==> config.mk <==
export PLATFORM = sky130hd
export DESIGN_NAME = pulse_pair_gen
export DESIGN_NICKNAME = d
export VERILOG_FILES = /design/src/rtl/ppg_pkg.sv /design/src/rtl/ppg_regs.sv /design/src/rtl/ppg_counter.sv /design/src/rtl/ppg_phase.sv /design/src/rtl/pulse_pair_gen.sv
export SDC_FILE = /design/constraint.sdc
export NUM_CORES = 1
export LEC_CHECK = 0
export ABC_AREA = 1
export BUFFER_PORTS_ARGS = -buffer_cell sky130_fd_sc_hd__buf_2
export CORE_ASPECT_RATIO = 1.4
export CORE_UTILIZATION = 47
export DETAILED_ROUTE_END_ITERATION = 12
export PLACE_DENSITY = 0.73
export SYNTH_ARGS = -nofsm -noshare
export SYNTH_HDL_FRONTEND = slang
export SYNTH_HIERARCHICAL = 1
export SYNTH_SLANG_ARGS = --single-unit
==> constraint.sdc <==
create_clock -name clk -period 2.4 [get_ports clk]
set_clock_uncertainty 0.05 [all_clocks]
set_input_delay 0 -clock clk [delete_from_list [all_inputs] [get_ports clk]]
set_output_delay 0 -clock clk [all_outputs]
set_load 0.005 [all_outputs]
==> src/rtl/ppg_pkg.sv <==
package ppg_pkg;

  localparam int unsigned PPG_CW  = 8;
  localparam int unsigned PPG_AW  = 3;
  localparam int unsigned PPG_NCH = 2;

  typedef enum logic [1:0] {
    MODE_SPLIT     = 2'b00,
    MODE_PRESCALE  = 2'b01,
    MODE_WIDE      = 2'b10,
    MODE_SPLIT_ALT = 2'b11
  } ppg_mode_e;

  localparam int unsigned CTL_IE_LSB  = 2;
  localparam int unsigned CTL_CLR_LSB = 4;
  localparam int unsigned ADDR_CTRL   = 4;

endpackage

==> src/rtl/ppg_regs.sv <==
module ppg_regs
  import ppg_pkg::*;
#(
  parameter int unsigned DW  = PPG_CW,
  parameter int unsigned AW  = PPG_AW,
  parameter int unsigned NCH = PPG_NCH
) (
  input  logic                   clk,
  input  logic                   rst_n,
  input  logic                   wr_en,
  input  logic [AW-1:0]          wr_addr,
  input  logic [DW-1:0]          wr_data,
  output logic [NCH-1:0][DW-1:0] lo_o,
  output logic [NCH-1:0][DW-1:0] hi_o,
  output ppg_mode_e              mode_o,
  output logic [NCH-1:0]         ie_o,
  output logic [NCH-1:0]         clr_o
);

  logic [NCH-1:0][DW-1:0] lo_q, lo_d, hi_q, hi_d;
  ppg_mode_e              mode_q, mode_d;
  logic [NCH-1:0]         ie_q, ie_d;
  logic                   ctrl_wr;

  always_comb begin
    ctrl_wr = wr_en && (wr_addr == AW'(ADDR_CTRL));
    lo_d    = lo_q;
    hi_d    = hi_q;
    for (int c = 0; c < NCH; c++) begin
      if (wr_en && wr_addr == AW'(2 * c))     lo_d[c] = wr_data;
      if (wr_en && wr_addr == AW'(2 * c + 1)) hi_d[c] = wr_data;
      clr_o[c] = ctrl_wr && wr_data[CTL_CLR_LSB + c];
    end
    mode_d = ctrl_wr ? ppg_mode_e'(wr_data[1:0]) : mode_q;
    ie_d   = ctrl_wr ? wr_data[CTL_IE_LSB +: NCH] : ie_q;
  end

  always_ff @(posedge clk or negedge rst_n) begin
    if (!rst_n) begin
      lo_q   <= '0;
      hi_q   <= '0;
      mode_q <= MODE_SPLIT;
      ie_q   <= '0;
    end else begin
      lo_q   <= lo_d;
      hi_q   <= hi_d;
      mode_q <= mode_d;
      ie_q   <= ie_d;
    end
  end

  assign lo_o   = lo_q;
  assign hi_o   = hi_q;
  assign mode_o = mode_q;
  assign ie_o   = ie_q;

endmodule

==> src/rtl/ppg_counter.sv <==
module ppg_counter #(
  parameter int unsigned W = 8
) (
  input  logic         clk,
  input  logic         rst_n,
  input  logic         load,
  input  logic [W-1:0] load_val,
  input  logic         dec,
  output logic [W-1:0] cnt_o,
  output logic         zero_o
);

  logic [W-1:0] cnt_q, cnt_d;

  always_comb begin
    if (load)     cnt_d = load_val;
    else if (dec) cnt_d = cnt_q - 1'b1;
    else          cnt_d = cnt_q;
  end

  always_ff @(posedge clk or negedge rst_n) begin
    if (!rst_n) cnt_q <= '0;
    else        cnt_q <= cnt_d;
  end

  assign cnt_o  = cnt_q;
  assign zero_o = (cnt_q == '0);

  // reload picks up the selected width value
  assert_reload_value_R3: assert property (@(posedge clk) disable iff (!rst_n)
    load |=> cnt_q == $past(load_val));

  // no tick, no movement (prescale gating relies on this)
  assert_idle_hold_R9: assert property (@(posedge clk) disable iff (!rst_n)
    (!load && !dec) |=> $stable(cnt_q));

endmodule

==> src/rtl/ppg_phase.sv <==
module ppg_phase (
  input  logic clk,
  input  logic rst_n,
  input  logic run,
  input  logic toggle,
  output logic out_o,
  output logic running_o,
  output logic start_o
);

  logic out_q, out_d, running_q;

  always_comb begin
    start_o = run && !running_q;
    if (!run || start_o) out_d = 1'b0;
    else if (toggle)     out_d = ~out_q;
    else                 out_d = out_q;
  end

  always_ff @(posedge clk or negedge rst_n) begin
    if (!rst_n) begin
      out_q     <= 1'b0;
      running_q <= 1'b0;
    end else begin
      out_q     <= out_d;
      running_q <= run;
    end
  end

  assign out_o     = out_q;
  assign running_o = running_q;

  assert_start_low_R2: assert property (@(posedge clk) disable iff (!rst_n)
    start_o |=> !out_o);

  assert_flip_on_borrow_R3: assert property (@(posedge clk) disable iff (!rst_n)
    (run && !start_o && toggle) |=> (out_o != $past(out_o)));

endmodule

==> src/rtl/pulse_pair_gen.sv <==
module pulse_pair_gen
  import ppg_pkg::*;
#(
  parameter int unsigned CW = PPG_CW,
  parameter int unsigned AW = PPG_AW
) (
  input  logic          clk,
  input  logic          rst_n,
  input  logic          wr_en,
  input  logic [AW-1:0] wr_addr,
  input  logic [CW-1:0] wr_data,
  input  logic [1:0]    ch_en,
  output logic [1:0]    pulse_o,
  output logic [1:0]    irq_o
);

  localparam int unsigned NCH = PPG_NCH;

  logic [NCH-1:0][CW-1:0] lo, hi, cnt, lval;
  ppg_mode_e              mode;
  logic [NCH-1:0]         ie, clr, eff_en, running, start, out, zero;
  logic [NCH-1:0]         act, borrow, load, dec, tog, set, flag_q, flag_d;
  logic                   wide, presc, tick1, borrow_w;

  ppg_regs #(.DW(CW), .AW(AW), .NCH(NCH)) u_regs (
    .clk(clk), .rst_n(rst_n), .wr_en(wr_en), .wr_addr(wr_addr),
    .wr_data(wr_data), .lo_o(lo), .hi_o(hi), .mode_o(mode),
    .ie_o(ie), .clr_o(clr)
  );

  for (genvar g = 0; g < NCH; g++) begin : g_lane
    ppg_counter #(.W(CW)) u_cnt (
      .clk(clk), .rst_n(rst_n), .load(load[g]), .load_val(lval[g]),
      .dec(dec[g]), .cnt_o(cnt[g]), .zero_o(zero[g])
    );
    ppg_phase u_phase (
      .clk(clk), .rst_n(rst_n), .run(eff_en[g]), .toggle(tog[g]),
      .out_o(out[g]), .running_o(running[g]), .start_o(start[g])
    );
  end

  always_comb begin
    wide      = (mode == MODE_WIDE);
    presc     = (mode == MODE_PRESCALE);
    eff_en[0] = ch_en[0];
    eff_en[1] = wide ? ch_en[0] : ch_en[1];
    act       = running & eff_en;
    borrow[0] = act[0] && zero[0];
    tick1     = presc ? borrow[0] : 1'b1;
    borrow[1] = act[1] && tick1 && zero[1];
    borrow_w  = act[0] && zero[0] && zero[1];
    if (wide) begin
      for (int c = 0; c < NCH; c++) begin
        load[c] = start[0] || borrow_w;
        lval[c] = (start[0] || out[0]) ? lo[c] : hi[c];
      end
      dec[0] = act[0];
      dec[1] = act[0] && zero[0];
      tog    = {1'b0, borrow_w};
    end else begin
      for (int c = 0; c < NCH; c++) begin
        load[c] = start[c] || borrow[c];
        lval[c] = (start[c] || out[c]) ? lo[c] : hi[c];
      end
      dec[0] = act[0];
      dec[1] = act[1] && tick1;
      tog    = borrow;
    end
    set[0] = !wide && borrow[0] && ie[0];
    set[1] = ie[1] && (wide ? borrow_w : borrow[1]);
    flag_d = set | (flag_q & ~clr);
  end

  always_ff @(posedge clk or negedge rst_n) begin
    if (!rst_n) flag_q <= '0;
    else        flag_q <= flag_d;
  end

  assign pulse_o = {(wide ? out[0] : out[1]), out[0]};
  assign irq_o   = flag_q;

  assert_disable_low_R5: assert property (@(posedge clk) disable iff (!rst_n)
    !ch_en[0] |=> !pulse_o[0]);

  assert_irq_set_R6: assert property (@(posedge clk) disable iff (!rst_n)
    (borrow[0] && ie[0] && !wide) |=> irq_o[0]);

  assert_irq_sticky_R7: assert property (@(posedge clk) disable iff (!rst_n)
    (irq_o[1] && !clr[1]) |=> irq_o[1]);

  assert_wide_irq0_quiet_R10: assert property (@(posedge clk) disable iff (!rst_n)
    (wide && !irq_o[0]) |=> !irq_o[0]);

  assert_prescale_gate_R9: assert property (@(posedge clk) disable iff (!rst_n)
    (presc && act[1] && !borrow[0]) |=> $stable(cnt[1]));

endmodule

==> metrics.md <==
| Metric | Value |
|---|---|
| Setup TNS | 0 ns |
| Critical Path Start | g_lane[0].u_cnt/cnt_o[0] |
| Most common flop cell mapped by yosys | dfrtp_1 |
| Row cnt | 36 |
| Data required time of the worst path | 2.57 ns |
| Largest fanout on the critical path | 11 |
| Cell taking the most area after synthesis | dfrtp_1 |
| Routed wire length | 7619 um |
| DRT Pass-1 Iters | 5 |
| Vias in the first global route | about 2800 |
| Ys Warns | 6 |
| Port Buffers | 19 |
| Crit share post-route | 89.86% |
| CP Buf/Inv Count | 2 |
| Post-DP HPWL | between 5000 and 6000 um |
| Routed Antenna Nets | 0 |
| Die Footprint | 7576 um^2 |
| Global route total overflow | 0 |
| Post-Layout Cell Count | about 600 |
| Area Overhead vs Synth | 15.80% |
| H-tree depth | 3 |
| CTS clk-pin slew, worst paths | 0.07 ns |
| Hold Startpoint | wr_addr[2] |
| Initial Util | 48.66% |
| DR WL/cell | around 13 um |
| CTS tree | yes |
| CTS sink cnt | 58 |
| First-pass GRT wire length | 13230 um |
| Critical Path Start Type | flip-flop |
| Pin count of the biggest net entering global routing | 29 |
| Avg Cell Area, Syn | 7.369 um^2 |
| Asr flop ratio synth | 100.0% |
| Tightest Pin Transition | 0.4495 ns |
| Clk root buf | clkbuf_8 |
| Highest clock rate | 0.4637 GHz |
| Avg Vias per Cell | 5.027 |
| # IOs | 20 |
| Crit-path slowest cell | dfrtp_1 |
| Critical-path cell list | inv_1 -> ha_1 -> nand3_1 -> nor2_1 -> inv_1 -> nor2_2 -> nand2_1 -> nand2_1 -> nand2_1 -> nand3_2 -> nor2_4 -> a22oi_1 -> o21ai_1 |
| Final Hold Vio Count | 0 |
| Power consumption | 3.782 mW |
| Most common library cells after synthesis | 167 x nand2_1, 58 x dfrtp_1, 53 x nand3_1 |
| Leakage | 2.077 nW |
| Minimum clock period | 2.157 ns |
| #FFs+latches synth | 58 |
| FF-to-FF Start | g_lane[0].u_cnt/cnt_o[0] |
| Seq/Total Area, Yosys | 42.73% |
| Rel. slew slack | 69.96% |
| WS Path Type | flip-flop to flip-flop |
| Post-synth EDFFs | 0 |
| N_diodes | 0 |
| Gr usage total | between 20% and 30% |
| Top area cells in the synthesized netlist | dfrtp_1 43%, nand2_1 18%, nand3_1 7.8% |
| Gpl congestion | 0.9127 |
| Top-area cell type share of the netlist area | 42.73% |
| Status | finished clean |
| Mapped Cells | between 400 and 500 |
| Layout cell share with drive strength beyond 1 | 16.50% |
| Crit-path most repeated cell | nand2_1 |
| Die W | 73.85 um |
| WP data arrival | 2.32 ns |
| Final Max Slew Viols | 0 |
| Drt first-iter violations | between 150 and 200 |
| Synth Cell Area | ~3400 um^2 |
| Core area | 6982 um^2 |
| Initial antenna violation count | 0 |
| DP Cell Count | 569 |
| CP Capture Type | flip-flop |
| Clock buffer depth | 2 |
| Synth Net Count | ~480 |
| Maxcap violations | 0 |
| Power per cell area | 961.5 nW/um^2 |
| Die height | about 100 um |
| Slowest stage delay, CP | approximately 0.40 ns |
| # setup viols final | 0 |
| Count leader, synth | nand2_1 |
| Layout fillers | 673 |
| CTS Buf Count | 9 |
| Layout Nets | ~520 |
| RSZ-0062 raised after global routing | false |
| Library cells used by synthesis | 25 |
| Hold Crit Class | input port to flip-flop |
| Clk_lat worst skew | about 0.34 ns |
| Max VDD drop | around 0.43 mV |
| Via count | roughly 3000 |
| Delay-heaviest family, CP | simple AND/OR/NAND/NOR gates |
| DRC viols | 0 |
==> state kept, by name (all words and copies together) (netlist names) <==
signal / cells
irq_o: 2
u_regs/ie_o: 2
u_regs/hi_o: 16
g_lane.u_cnt/cnt_o: 16
u_regs/lo_o: 16
g_lane.u_phase/running_o: 2
g_lane.u_phase/out_o: 2
u_regs/mode_o: 2
==> what timing repair did <==
item / 4_1_cts / 5_1_grt
hold endpoints to repair: 79 / 0
setup endpoints to repair: 0 / 8
hold buffers: 13 / 0
buffers inserted: 0 / 0
gates resized for setup: 0 / 1
==> cell usage in the layout (no fill, tap or decap), drive strengths merged, types with 8 or more instances in the layout <==
master and n:
a22oi 8, nand3 53, dlygate4sd3 13, clkbuf 11, inv 59, nor2 44
nand2 170, o21ai 31, dfrtp 58, a21oi 11, buf 24
==> layer usage <==
| metal | wire length [um] | track usage, % | share of wire, % | vias up |
|---|---|---|---|---|
| met2 | 3677 | 37.12 | 48 | 59 |
| met1 | 3552 | 30.34 | 47 | 1393 |
| li1 | - | - | - | 1544 |
| met4 | 127 | 9.763 | 1.7 | 0 |
| met5 | 0 | 0 | 0 | - |
| met3 | 262 | 3.812 | 3.4 | 10 |
==> layout make-up <==
cell class              instances  area, um^2  area share (%)
multi-input cells             333        1625           41.32
flip-flops and latches         58        1451           36.90
repair buffers                 37       262.8           6.679
inverters                      59       224.0           5.693
clock buffers                  11       151.4           3.849
well taps                      95       118.9           3.022
clock inverters                 5       100.1           2.545
==> report_power, final <==
part           total [mW]  switching [mW]  internal, mW
Clock                1.14           0.398         0.743
Combinational        1.19           0.748         0.445
Sequential           1.45           0.220          1.23
Total                3.78            1.37          2.42
==> logic make-up after synthesis <==
kind of cell	count (synthesis)	synth area share (%)
adder cells (fa/ha/maj)	4	1.473
AO/OA/AOI/OAI	56	9.724
XOR/XNOR	2	0.5157
buffers and inverters	70	9.576
AND/OR/NAND/NOR	271	35.99
flip-flops	58	42.73
==> stage by stage <==
step,setup WS (ns),hold WS [ns],instance area (um^2),utilization [%]
5_1_grt,0.02519,0.04214,3934,56.34
3_5_place_dp,0.1185,-0.09123,3547,50.81
3_3_place_gp,0.2504,-0.09554,3547,50.81
2_1_floorplan,0.4771,-0.3456,3397,-
4_1_cts,0.06142,0.01579,3929,56.27
6_report,0.2434,0.02961,3934,56.34
==> worst paths after layout <==
path / endpoint / slack (ns) / cells after the start
max in group asynchronous: u_regs/hi_o[8] / 1.55 / 3
worst max register to register: g_lane[1].u_cnt/cnt_o[2] / 0.24 / 13
worst min register to register: u_regs/lo_o[3] / 0.42 / 2
min in group asynchronous: u_regs/lo_o[1] / 0.07 / 2
worst max-delay path: g_lane[1].u_cnt/cnt_o[2] / 0.24 / 13
worst min-delay path: u_regs/hi_o[7] / 0.03 / 4
==> worst reg2reg max path, cell delays in order (launching register included) <==
cell and delay, ns:
dfrtp_1 0.40, inv_1 0.12, ha_1 0.16, nand3_1 0.07, nor2_1 0.14, inv_1 0.07, nor2_2 0.19, nand2_1 0.12
nand2_1 0.08, nand2_1 0.06, nand3_2 0.22, nor2_4 0.10, a22oi_1 0.16, o21ai_1 0.08
(Power assumes the default switching activity.)
